File: src/rtl/rtc_serial_slave.sv
`timescale 1ns/1ps
module rtc_serial_slave #(
  parameter logic [7:0] RAM_SEED    = 8'h3C,
  parameter logic [7:0] STATUS_INIT = 8'h90,
  parameter logic [7:0] CTRL_VALUE  = 8'h00
) (
  input  logic       clk,
  input  logic       rst_n,
  input  logic       bit_stb,
  input  logic       sdi,
  input  logic       abort,
  input  logic [5:0] tod_sec,
  input  logic [5:0] tod_min,
  input  logic [4:0] tod_hour,
  input  logic [4:0] tod_mday,
  input  logic [3:0] tod_mon,
  input  logic [6:0] tod_year,
  output logic       sdo,
  output logic       pwr_irq
);
  localparam int RAM_BYTES = 32;
  localparam int SLOTS     = 16;
  localparam int SW        = $clog2(SLOTS + 1);

  logic [SW-1:0] slot;
  logic [7:0]    cmd, wdat, retval, status;
  logic [7:0]    ram [RAM_BYTES];

  function automatic logic is_wr(input logic [7:0] c);
    return (c[7:5] == 3'b100) || (c == 8'hB1);
  endfunction

  function automatic logic [7:0] to_bcd(input logic [6:0] v);
    logic [6:0] t, u;
    t = v / 7'd10;
    u = v - t * 7'd10;
    return {t[3:0], u[3:0]};
  endfunction

  function automatic logic [7:0] rd_val(input logic [7:0] c);
    logic [7:0] r;
    r = 8'h00;
    if (c[7:5] == 3'b000) r = ram[c[4:0]];
    else case (c)
      8'h20: r = to_bcd({1'b0, tod_sec});
      8'h21: r = to_bcd({1'b0, tod_min});
      8'h22: r = to_bcd({2'b0, tod_hour});
      8'h24: r = to_bcd({2'b0, tod_mday});
      8'h25: r = to_bcd({3'b0, tod_mon});
      8'h26: r = to_bcd(tod_year);
      8'h30: r = status;
      8'h31: r = CTRL_VALUE;
      default: r = 8'h00;
    endcase
    return r;
  endfunction

  wire [7:0] cmd_nx  = {cmd[6:0], sdi};
  wire [7:0] wdat_nx = {wdat[6:0], sdi};
  wire       live    = bit_stb && (slot != SW'(SLOTS));

  always_ff @(posedge clk) begin
    if (!rst_n) begin
      slot    <= '0;
      cmd     <= '0;
      wdat    <= '0;
      retval  <= '0;
      sdo     <= 1'b0;
      status  <= STATUS_INIT;
      pwr_irq <= 1'b1;
      for (int i = 0; i < RAM_BYTES; i++)
        ram[i] <= RAM_SEED ^ 8'(i * 29);
    end else if (abort) begin
      slot <= '0;
      cmd  <= '0;
      wdat <= '0;
    end else if (live) begin
      slot <= slot + 1'b1;
      if (!slot[3]) begin
        cmd <= cmd_nx;
        if (slot[2:0] == 3'd7 && !is_wr(cmd_nx)) retval <= rd_val(cmd_nx);
      end else if (is_wr(cmd)) begin
        wdat <= wdat_nx;
        if (slot[2:0] == 3'd7) begin
          if (cmd[7:5] == 3'b100) ram[cmd[4:0]] <= wdat_nx;
          if (cmd == 8'hB1 && wdat_nx[2]) begin
            status  <= status & ~8'h18;
            pwr_irq <= 1'b0;
          end
        end
      end else begin
        sdo <= retval[~slot[2:0]];
      end
    end
  end
endmodule


File: config.mk
export PLATFORM = sky130hd
export DESIGN_NAME = rtc_serial_slave
export DESIGN_NICKNAME = d
export VERILOG_FILES = /design/src/rtl/rtc_serial_slave.sv
export SDC_FILE = /design/constraint.sdc
export NUM_CORES = 1
export LEC_CHECK = 0
export CAP_MARGIN = 20
export CORE_MARGIN = 8
export CORE_UTILIZATION = 29
export CTS_BUF_LIST = sky130_fd_sc_hd__clkbuf_8
export CTS_CLUSTER_DIAMETER = 80
export CTS_CLUSTER_SIZE = 40
export DETAILED_ROUTE_END_ITERATION = 10
export PLACE_DENSITY = 0.47
export SLEW_MARGIN = 10
export SYNTH_ARGS = -nofsm -noshare
export SYNTH_HDL_FRONTEND = slang
export SYNTH_SLANG_ARGS = --single-unit
File: constraint.sdc
create_clock -name clk -period 4.9 [get_ports clk]
set_input_delay 0.98 -clock clk [delete_from_list [all_inputs] [get_ports clk]]
set_output_delay 0.98 -clock clk [all_outputs]
set_load 0.02 [all_outputs]
==> results list <==
- The flow ran to the end, and the final reports show no timing, DRC or antenna violations.
* Shortest clock period the worst path allows after layout: ~4.2 ns
- Clk Tree Root Cell: clkbuf_8
- Of the synthesized area, sequential elements account for 0.566.
- Setup repair after global routing left no endpoint under its margin.
- The HPWL after detailed placement is 26600 um.
- Buffers inserted during clock tree synthesis total 15.
- The largest single stage delay on the critical path is 0.50 ns.
- The initial antenna violation count was 1.
- The die covers just under 60000 um2.
- Before CTS, the worst setup slack after placement is just under 0.05 ns.
- For this design the top-level I/O count stands at 40.
- For this design, the CTS-stage hold fixing added 0 buffers.
- The initialized floorplan defines 82 standard-cell rows.
* Synthesis-to-finish area growth: 11.6%
* Drt first-iter violations: 674
* Total inserted antenna cells: 0
* Number of design rule violations left after detail routing: 0
- The number of gates resized after CTS was 0.
- The worst setup path is launched from an input port.
- In the final layout, the share of cells above drive strength 1 is 0.157.
- From bottom edge to top edge, the die measures 241 um.
- Synthesis handed over a netlist of 1125 instances.
- Net Count, Synth: 1188
- Number of enable flip-flop cells after synthesis: 256
* Fin cells: around 1800
- The cell area that synthesis handed to floorplanning was 14600 um2.
* Clock Pin Slew Worst Setup and Hold Paths: roughly 0.18 ns
- Yosys mapped the design onto 65 distinct sky130hd cell types.
- Most common cell after layout, fill and taps aside: edfxtp_1
- The critical path in this run is classified as in2reg.
- Placed insts: approximately 1800
- Buffers placed on the I/O ports in this run total 39.
- Final setup skew: 0.0347 ns
* Worst path arrival time: 4.76 ns
* Biggest area consumer among synthesized cells: edfxtp_1
- Remaining antenna violation count after routing: 0
- Count of TritonRoute iterations in the first routing pass: 5
* Chip Width: 241 um
- Leading cell types in the layout, fill and taps excluded: edfxtp_1 (256), or3_1 (95), nor2_1 (82)
- CTS built an H-tree with a depth of 1.
- Post-detailed-route via-to-cell ratio: 5.04
* Yosys top cell area share: 0.525
* Mean Syn Cell Area: 13.0 um2
- The worst setup path is captured at a flip-flop.
- At the pin with the least slew margin, the transition time is approximately 1.0 ns.
* Most area-consuming cells after synthesis: edfxtp_1 (53%), mux4_2 (10%), dfxtp_1 (4.1%), or3_1 (4.1%), and2_1 (3.3%)
* Number of synthesized register bits: around 290
* Num Clock Sinks: 286
* Hold_ws: 0.504 ns
- Ys Warns: 0
- Asr flop ratio synth: 0
* Vias in the first global route: 9451
- Routed WL: 41000 um
- After layout, the worst setup slack is 0.661 ns.
* HP Class: reg2reg
- Insertion delay of the later-clocked pin in the worst-skew pair: 0.60 ns
- The count of pins over their slew limit was 0.
- Measured against its own limit, the worst slew margin works out to 0.312.
- IR analysis of the VDD net gives a maximum drop of 0.153 mV.
- Ordered list of cells on the worst path: clkdlybuf4s50_1, inv_1, ha_1, nand2_1, nand2_1, maj3_1, a211oi_1, ha_1, nand2_1, o21ai_0, a221o_1, o211ai_2, ha_1, fa_1, o22ai_1, nor4_2, a21oi_1
- Entering global routing, the biggest net connects 50 pins.
* Routed WL per cell: 22.4 um
- Final RePlAce weighted congestion: 0.791
- Power comes to ~4.5 mW.
- The most used flip-flop cell after synthesis is edfxtp_1.
- Max-cap violations in this run came to 0.
* Final setup viols: 0
- STA puts the critical path data required time at around 5.4 ns.
- Wire length of the first global-routing pass: 62200 um
- Portion of the clock cycle consumed by the worst path in the final layout: 0.865
- Max FO, Critical Path: 5
- Global Route Usage Sum: 0.142
- Total vias in the final route: 9228
* Remaining Overflow, GRT: 0
- Maximum buffer depth of the clock tree: 3
* Setup Total Neg Slack: 0 ns
- Static timing analysis puts the maximum clock frequency at 236 MHz.
- Hold violation total from the final report: 0
* Number of nets in the layout: ~1200
* Slowest library cell on the worst path: clkdlybuf4s50_1
- Initial core utilization: 0.293
- TritonCTS built the clock tree.
- Core outline area: 50000 um2
* Setup fix buffers added after clock tree synthesis: 0
- In this run the power density over the cells is 277 nW/um2.
- Leak: about 5.3 nW
synth_stat cells (8+ instances only):
cell type / number
a21oi_1: 19
and3_1: 30
edfxtp_1: 256
nor2b_1: 9
o21ai_0: 47
mux2i_1: 26
mux4_2: 65
nand2_1: 61
or3_1: 95
nor3_1: 36
nor2_1: 82
nand2b_1: 14
nand3_1: 12
inv_1: 31
mux4_1: 16
dfxtp_1: 30
o22ai_1: 8
buf_2: 11
ha_1: 20
xnor2_1: 12
clkbuf_1: 77
and2_1: 77
sequential cells by signal, indices dropped and copies added (netlist names):
name    count
ram       256
sdo         1
wdat        7
retval      8
slot        5
cmd         8
status      1
logic make-up (layout without fill, tap and decap cells):
group                      Yosys count  in the layout  synth area share
AOI/OAI and AO/OA                  122            122            0.0534
xor gates and xnor gates            16             16           0.00957
adders and majority gates           26             26            0.0246
buffers and inverters              129            164            0.0374
DFF                                286            286             0.566
muxes                              107            107             0.146
and+or+nand+nor                    439            439             0.162
per-stage QoR:
step,util,area [um2]
finish,0.327,16300
CTS,0.327,16300
global route,0.327,16300
global placement,0.320,16000
floorplan,-,14600
detailed placement,0.320,16000
power by group:
| part | internal, mW | switching [mW] | total, mW |
|---|---|---|---|
| Sequential | 2.75 | 0.0336 | 2.78 |
| Clock | 0.400 | 0.871 | 1.27 |
| Combinational | 0.219 | 0.255 | 0.474 |
| Total | 3.37 | 1.16 | 4.53 |
worst max-delay path, delay by kind of cell:
| family | cells | cell delay (ns) |
|---|---|---|
| adders and majority gates | 5 | 1.62 |
| AOI/OAI and AO/OA | 6 | 1.16 |
| buffers and inverters | 2 | 0.57 |
| and+or+nand+nor | 4 | 0.45 |
routing by layer:
layer	share of wire	up-vias	global-route usage
met3	0.046	43	0.0166
met4	0.021	2	0.0353
li1	-	4275	-
met2	0.48	219	0.238
met5	0.00032	-	0
met1	0.45	4689	0.194
final timing paths:
| kind | from | end | slack (ns) | depth (start not counted) |
|---|---|---|---|---|
| worst max register to register | slot[1]$_SDFFE_PP0P_ | ram[10][5]$_SDFFCE_PN0P_ | 1.65 | 7 |
| worst min register to register | status[4]$_SDFFE_PN1P_ | status[4]$_SDFFE_PN1P_ | 0.50 | 2 |
| worst max-delay path | tod_year[4] | retval[2]$_SDFFE_PN0P_ | 0.66 | 17 |
| worst min-delay path | status[4]$_SDFFE_PN1P_ | status[4]$_SDFFE_PN1P_ | 0.50 | 2 |
cell type report:
| cell class | count | area (um2) |
|---|---|---|
| tap | 672 | 841 |
| fill | 4934 | 33600 |
| clock buffer | 15 | 206 |
| clock inverter | 10 | 151 |
| multi-input combinational | 710 | 5810 |
| sequential | 286 | 8290 |
| inverter | 32 | 120 |
| timing repair buffer | 107 | 923 |
Note: power is estimated with default switching activity, not from simulation.
